==> src/rtl/cpu_flag_pkg.sv <==
package cpu_flag_pkg;
  localparam int BYTE_W   = 8;
  localparam int POS_C    = 0;
  localparam int POS_Z    = 1;
  localparam int POS_I    = 2;
  localparam int POS_D    = 3;
  localparam int POS_BRK  = 4;
  localparam int POS_ONE  = 5;
  localparam int POS_V    = 6;
  localparam int POS_N    = 7;

  localparam logic [1:0] SRC_SOFT = 2'd0;
  localparam logic [1:0] SRC_BRK  = 2'd1;
  localparam logic [1:0] SRC_IRQ  = 2'd2;

  // bits that exist in registers (everything but break and the fixed one)
  localparam logic [BYTE_W-1:0] STORED_MASK = 8'hCF;
  localparam logic [BYTE_W-1:0] RESET_FLAGS = 8'h04;

  typedef struct packed {
    logic              loadAll;
    logic [BYTE_W-1:0] loadByte;
    logic              loadNZ;
    logic              nzNeg;
    logic              nzZero;
    logic              forceI;
    logic [BYTE_W-1:0] setBits;
    logic [BYTE_W-1:0] clrBits;
  } flagStrobes_t;
endpackage

==> src/rtl/cpu_flag_ctrl.sv <==
module cpu_flag_ctrl
  import cpu_flag_pkg::*;
(
  input  logic              pushReq,
  input  logic [1:0]        pushSrc,
  input  logic              pullStatusStb,
  input  logic [BYTE_W-1:0] pullStatusData,
  input  logic              pullAccStb,
  input  logic [BYTE_W-1:0] pullAccData,
  input  logic [BYTE_W-1:0] flagSetMask,
  input  logic [BYTE_W-1:0] flagClrMask,
  output flagStrobes_t      strobes
);
  logic causeSetsI;
  logic [BYTE_W-1:0] nzKeep;
  logic [BYTE_W-1:0] iKeep;

  assign causeSetsI = pushReq && (pushSrc == SRC_BRK || pushSrc == SRC_IRQ);

  always_comb begin
    nzKeep = STORED_MASK;
    if (pullAccStb) begin
      nzKeep[POS_N] = 1'b0;
      nzKeep[POS_Z] = 1'b0;
    end
    iKeep = '1;
    if (causeSetsI) iKeep[POS_I] = 1'b0;
  end

  always_comb begin
    strobes = '0;
    if (pullStatusStb) begin
      strobes.loadAll  = 1'b1;
      strobes.loadByte = pullStatusData & STORED_MASK;
    end else begin
      strobes.loadNZ  = pullAccStb;
      strobes.nzNeg   = pullAccData[POS_N];
      strobes.nzZero  = (pullAccData == '0);
      strobes.forceI  = causeSetsI;
      strobes.setBits = flagSetMask & nzKeep;
      strobes.clrBits = flagClrMask & nzKeep & iKeep;
    end
  end
endmodule

==> src/rtl/cpu_flag_dp.sv <==
module cpu_flag_dp
  import cpu_flag_pkg::*;
(
  input  logic              clk,
  input  logic              rstN,
  input  flagStrobes_t      strobes,
  input  logic [1:0]        pushSrc,
  output logic [BYTE_W-1:0] statusFlags,
  output logic [BYTE_W-1:0] stackImage
);
  logic [BYTE_W-1:0] flagQ;
  logic [BYTE_W-1:0] flagD;

  always_comb begin
    flagD = flagQ;
    if (strobes.loadAll) begin
      flagD = strobes.loadByte;
    end else begin
      flagD = (flagQ & ~strobes.clrBits) | strobes.setBits;
      if (strobes.loadNZ) begin
        flagD[POS_N] = strobes.nzNeg;
        flagD[POS_Z] = strobes.nzZero;
      end
      if (strobes.forceI) flagD[POS_I] = 1'b1;
    end
    flagD = flagD & STORED_MASK;
  end

  always_ff @(posedge clk) begin
    if (!rstN) flagQ <= RESET_FLAGS;
    else       flagQ <= flagD;
  end

  always_comb begin
    stackImage          = flagQ;
    stackImage[POS_ONE] = 1'b1;
    stackImage[POS_BRK] = (pushSrc != SRC_IRQ);
  end

  assign statusFlags = flagQ;
endmodule

==> src/rtl/cpu_flag_unit.sv <==
module cpu_flag_unit
  import cpu_flag_pkg::*;
(
  input  logic        clk,
  input  logic        rstN,
  input  logic        pushReq,
  input  logic [1:0]  pushSrc,
  input  logic        pullStatusStb,
  input  logic [7:0]  pullStatusData,
  input  logic        pullAccStb,
  input  logic [7:0]  pullAccData,
  input  logic [7:0]  flagSetMask,
  input  logic [7:0]  flagClrMask,
  output logic [7:0]  statusFlags,
  output logic [7:0]  stackImage
);
  flagStrobes_t strobes;

  cpu_flag_ctrl ctrl_i (
    .pushReq(pushReq), .pushSrc(pushSrc),
    .pullStatusStb(pullStatusStb), .pullStatusData(pullStatusData),
    .pullAccStb(pullAccStb), .pullAccData(pullAccData),
    .flagSetMask(flagSetMask), .flagClrMask(flagClrMask),
    .strobes(strobes)
  );

  cpu_flag_dp dp_i (
    .clk(clk), .rstN(rstN), .strobes(strobes), .pushSrc(pushSrc),
    .statusFlags(statusFlags), .stackImage(stackImage)
  );
endmodule

==> config.mk <==
export PLATFORM = sky130hd
export DESIGN_NAME = cpu_flag_unit
export DESIGN_NICKNAME = d
export VERILOG_FILES = /design/src/rtl/cpu_flag_pkg.sv /design/src/rtl/cpu_flag_ctrl.sv /design/src/rtl/cpu_flag_dp.sv /design/src/rtl/cpu_flag_unit.sv
export SDC_FILE = /design/constraint.sdc
export NUM_CORES = 1
export LEC_CHECK = 0
export BUFFER_PORTS_ARGS = -buffer_cell sky130_fd_sc_hd__buf_4
export CORE_UTILIZATION = 28
export CTS_CLUSTER_DIAMETER = 80
export CTS_CLUSTER_SIZE = 25
export DETAILED_ROUTE_END_ITERATION = 7
export HOLD_SLACK_MARGIN = 0.06
export PLACE_DENSITY = 0.74
export SLEW_MARGIN = 15
export SYNTH_ARGS = -nofsm -noshare
export SYNTH_HDL_FRONTEND = slang
export SYNTH_SLANG_ARGS = --single-unit
==> constraint.sdc <==
create_clock -name clk -period 1.05 [get_ports clk]
set_clock_uncertainty 0.05 [all_clocks]
set_input_delay 0.0525 -clock clk [delete_from_list [all_inputs] [get_ports clk]]
set_output_delay 0.0525 -clock clk [all_outputs]
set_load 0.01 [all_outputs]
==> results.md <==
* Outcome: finished, final reports clean
* Height of the die at a little under 40 um
* Pins over their slew limit at 0
* Number of top-level design ports at 55
* Die W at 39.16 um
* First-pass iteration count of the detailed router at 2
* Number of antenna-violating nets in the routed design at 0
* Cell Count, Final, Fillers Out at 118
* Synthesized area per cell at approximately 7.6 um^2
* Netlist Area Pre-Place at 386.6 um^2
* Post_cts resized at 0
* Post-DR wirelength/cell at 10.06 um
* Initial antenna violation count at 0
* Endpoint type of the worst setup path: flip-flop
* Maximum net fanout on the critical path at 1
* Worst-skew pair later-pin latency at around 0.24 ns
* Floorplan row count at 13
* Count of unique library cells instantiated by Yosys at 19
* Root Driver: sky130_fd_sc_hd__clkbuf_4
* Number of vias after detailed routing at 526
* Maximum resistive drop on vdd at between 400 and 500 uV
* Antenna diode instance count at 0
* H-tree depth at 1
* GPL Wtd Cong at between 0.6 and 0.7
* Final min period at ~0.97 ns
* Total power draw at 725.4 uW
* Starting Density at 0.3009
* Number of setup buffers added after CTS at 0
* PwrDens at 882.4 nW/um^2
* Drt total wl at about 1.2 mm
* Congestion Overflow GR at 0
* Maximum number of pins on one net before global-route repair at 10
* DRC at 0
* Fraction of synthesized cell area taken by the top area cell type at 0.3107
* Share of final-layout standard cells stronger than drive strength 1 at 0.4757
* Final hold slack at ~0.061 ns
* Sequential-to-total area share from yosys stat at 0.3107
* Portion of the clock cycle consumed by the worst path in the final layout at 0.9221
* Cell accounting for the most synthesized area: sky130_fd_sc_hd__dfxtp_1
* Full die area at 1534 um^2
* Total of buffers placed on input and output ports at 45
* Area of the core region at 1285 um^2
* Number of buffers created by CTS at 3
* HPWL reported at the end of detailed placement at between 800 and 900 um
* Number of flip-flops under the largest register name at 6
* Clock Pin Slew Worst Setup and Hold Paths at 0.05 ns
* Number of cells produced by synthesis at 51
* Crit-path slowest cell: sky130_fd_sc_hd__dlygate4sd3_1
* Max Fclk at 1.033 GHz
* Top post-synthesis cells by area: sky130_fd_sc_hd__dfxtp_1 31%, sky130_fd_sc_hd__buf_4 17%, sky130_fd_sc_hd__a21oi_1 7.8%
* Ys Warns at 0
* Post-route setup TNS at 0 ns
* Count of state elements after synthesis at 6
* Total Routing Usage GR at 0.1716
* Max Root-Sink Buffers at 2
* First-pass GRT wire length at 1.752 mm
* Biggest cell delay along the critical path at ~0.54 ns
* Number of design-rule violations left by the first detailed-router iteration at 1
* Maximum capacitance violations at 0
* Crit start category: input pin
* Number of global-route vias before repair at 477
* Clock tree from TritonCTS: built
* Final Setup Violations at 0
* Required time of the worst setup path at 1.12 ns
* Sinks on the clock net at 6
* Cell-by-cell trace of the critical path: dlygate4sd3_1, buf_4, a221oi_1, o211ai_1
* Count of endpoints failing hold in the final timing report at 0
* Worst path arrival time at between 1 and 1.5 ns
* Class of the most critical setup path: input pin to flip-flop
* Setup repair after global routing missed its margin: false
* Kind of path behind the tightest hold check: input pin to flip-flop
* Cell Count Post-Placement at 103
* Post-route cell area at 822.0 um^2
* Layout overhead on the synthesized area at 112.6%
* Area of placed instances at 679.4 um^2
* Leakage power figure at 0.0004325 uW
* Number of nets in the layout at approximately 150
* Average vias per placed instance at 4.458
* Number of hold buffers added after CTS at 12
## final timing paths
check,startpoint,end,slack (ns),cells past startpoint
worst max-delay path,flagSetMask[2],dp_i.statusFlags[2],0.08,4
worst min-delay path,pullAccData[0],dp_i.statusFlags[1],0.06,4
worst max register to register,dp_i.statusFlags[7],dp_i.statusFlags[7],0.09,3
worst min register to register,dp_i.statusFlags[3],dp_i.statusFlags[3],0.50,2
## per-layer routing
layer  GRT usage  wire length [um]  part of all wire  vias to the layer above
met5           0                 0                 0                        -
met4     0.07759                 8            0.0067                        0
met3     0.07514               114             0.096                        2
met2      0.3375               676              0.57                       33
met1      0.1414               389              0.33                      227
li1            -                 -                 -                      264
## cells by family (layout without fill, tap and decap cells)
kind of cell,count (synthesis),after routing,share of synthesized area
other cells,2,3,0.01942
flops,6,6,0.3107
fa+ha+maj,1,1,0.03236
buf+inv,17,68,0.2524
compound gates,16,16,0.2492
simple gates,9,9,0.1359
## where the power goes
part           switching (uW)  total [uW]  leakage, uW  internal, uW
combinational            87.5         255     0.000369           168
clock                    83.6         213    0.0000138           129
sequential               11.7         257    0.0000501           246
total                     183         725     0.000432           543
## synthesized netlist by cell type
cell type / n
sky130_fd_sc_hd__conb_1: 2
sky130_fd_sc_hd__o21ai_0: 4
sky130_fd_sc_hd__nand4_1: 1
sky130_fd_sc_hd__o211ai_1: 1
sky130_fd_sc_hd__dfxtp_1: 6
sky130_fd_sc_hd__a221oi_1: 1
sky130_fd_sc_hd__nor2b_1: 2
sky130_fd_sc_hd__a21oi_1: 6
sky130_fd_sc_hd__a31oi_1: 1
sky130_fd_sc_hd__a21boi_1: 1
sky130_fd_sc_hd__nand2_1: 2
sky130_fd_sc_hd__o311ai_1: 1
sky130_fd_sc_hd__o21bai_1: 1
sky130_fd_sc_hd__nor2_1: 2
sky130_fd_sc_hd__buf_4: 9
sky130_fd_sc_hd__ha_1: 1
sky130_fd_sc_hd__nor4_2: 1
sky130_fd_sc_hd__nand2b_1: 1
sky130_fd_sc_hd__inv_1: 8
## cell type report
cell class / instances / area, um^2
fillers: 131 / 462.9
repair buffers: 57 / 457.9
clock buffers: 3 / 22.52
flip-flops and latches: 6 / 120.1
multi-input cells: 29 / 172.7
inverters: 8 / 30.03
well taps: 15 / 18.77
## critical path: cells and delay by family
kind | cells | cell delay [ns]
buffers and inverters | 2 | 0.67
AOI/OAI and AO/OA | 2 | 0.32
## layout by cell type (no fill, tap or decap)
master                          netlist  final
sky130_fd_sc_hd__a21boi_1             1      1
sky130_fd_sc_hd__a21oi_1              6      6
sky130_fd_sc_hd__inv_1                8      8
sky130_fd_sc_hd__o21bai_1             1      1
sky130_fd_sc_hd__o211ai_1             1      1
sky130_fd_sc_hd__nand2b_1             1      1
sky130_fd_sc_hd__conb_1               2      3
sky130_fd_sc_hd__dlygate4sd3_1        0     12
sky130_fd_sc_hd__ha_1                 1      1
sky130_fd_sc_hd__o311ai_1             1      1
sky130_fd_sc_hd__nand2_1              2      2
sky130_fd_sc_hd__o21ai_0              4      4
sky130_fd_sc_hd__buf_4                9     45
sky130_fd_sc_hd__nor4_2               1      1
sky130_fd_sc_hd__nand4_1              1      1
sky130_fd_sc_hd__nor2_1               2      2
sky130_fd_sc_hd__a221oi_1             1      1
sky130_fd_sc_hd__dfxtp_1              6      6
sky130_fd_sc_hd__clkbuf_4             0      3
sky130_fd_sc_hd__a31oi_1              1      1
sky130_fd_sc_hd__nor2b_1              2      2
## per-stage QoR
stage	setup slack [ns]	utilization
after floorplan	0.1280	-
after global placement	0.04391	0.5287
after detailed placement	0.01693	0.5287
after CTS	0.07146	0.6397
after global routing	0.03062	0.6397
final	0.08181	0.6397
Power figures use the tool's default switching activity.
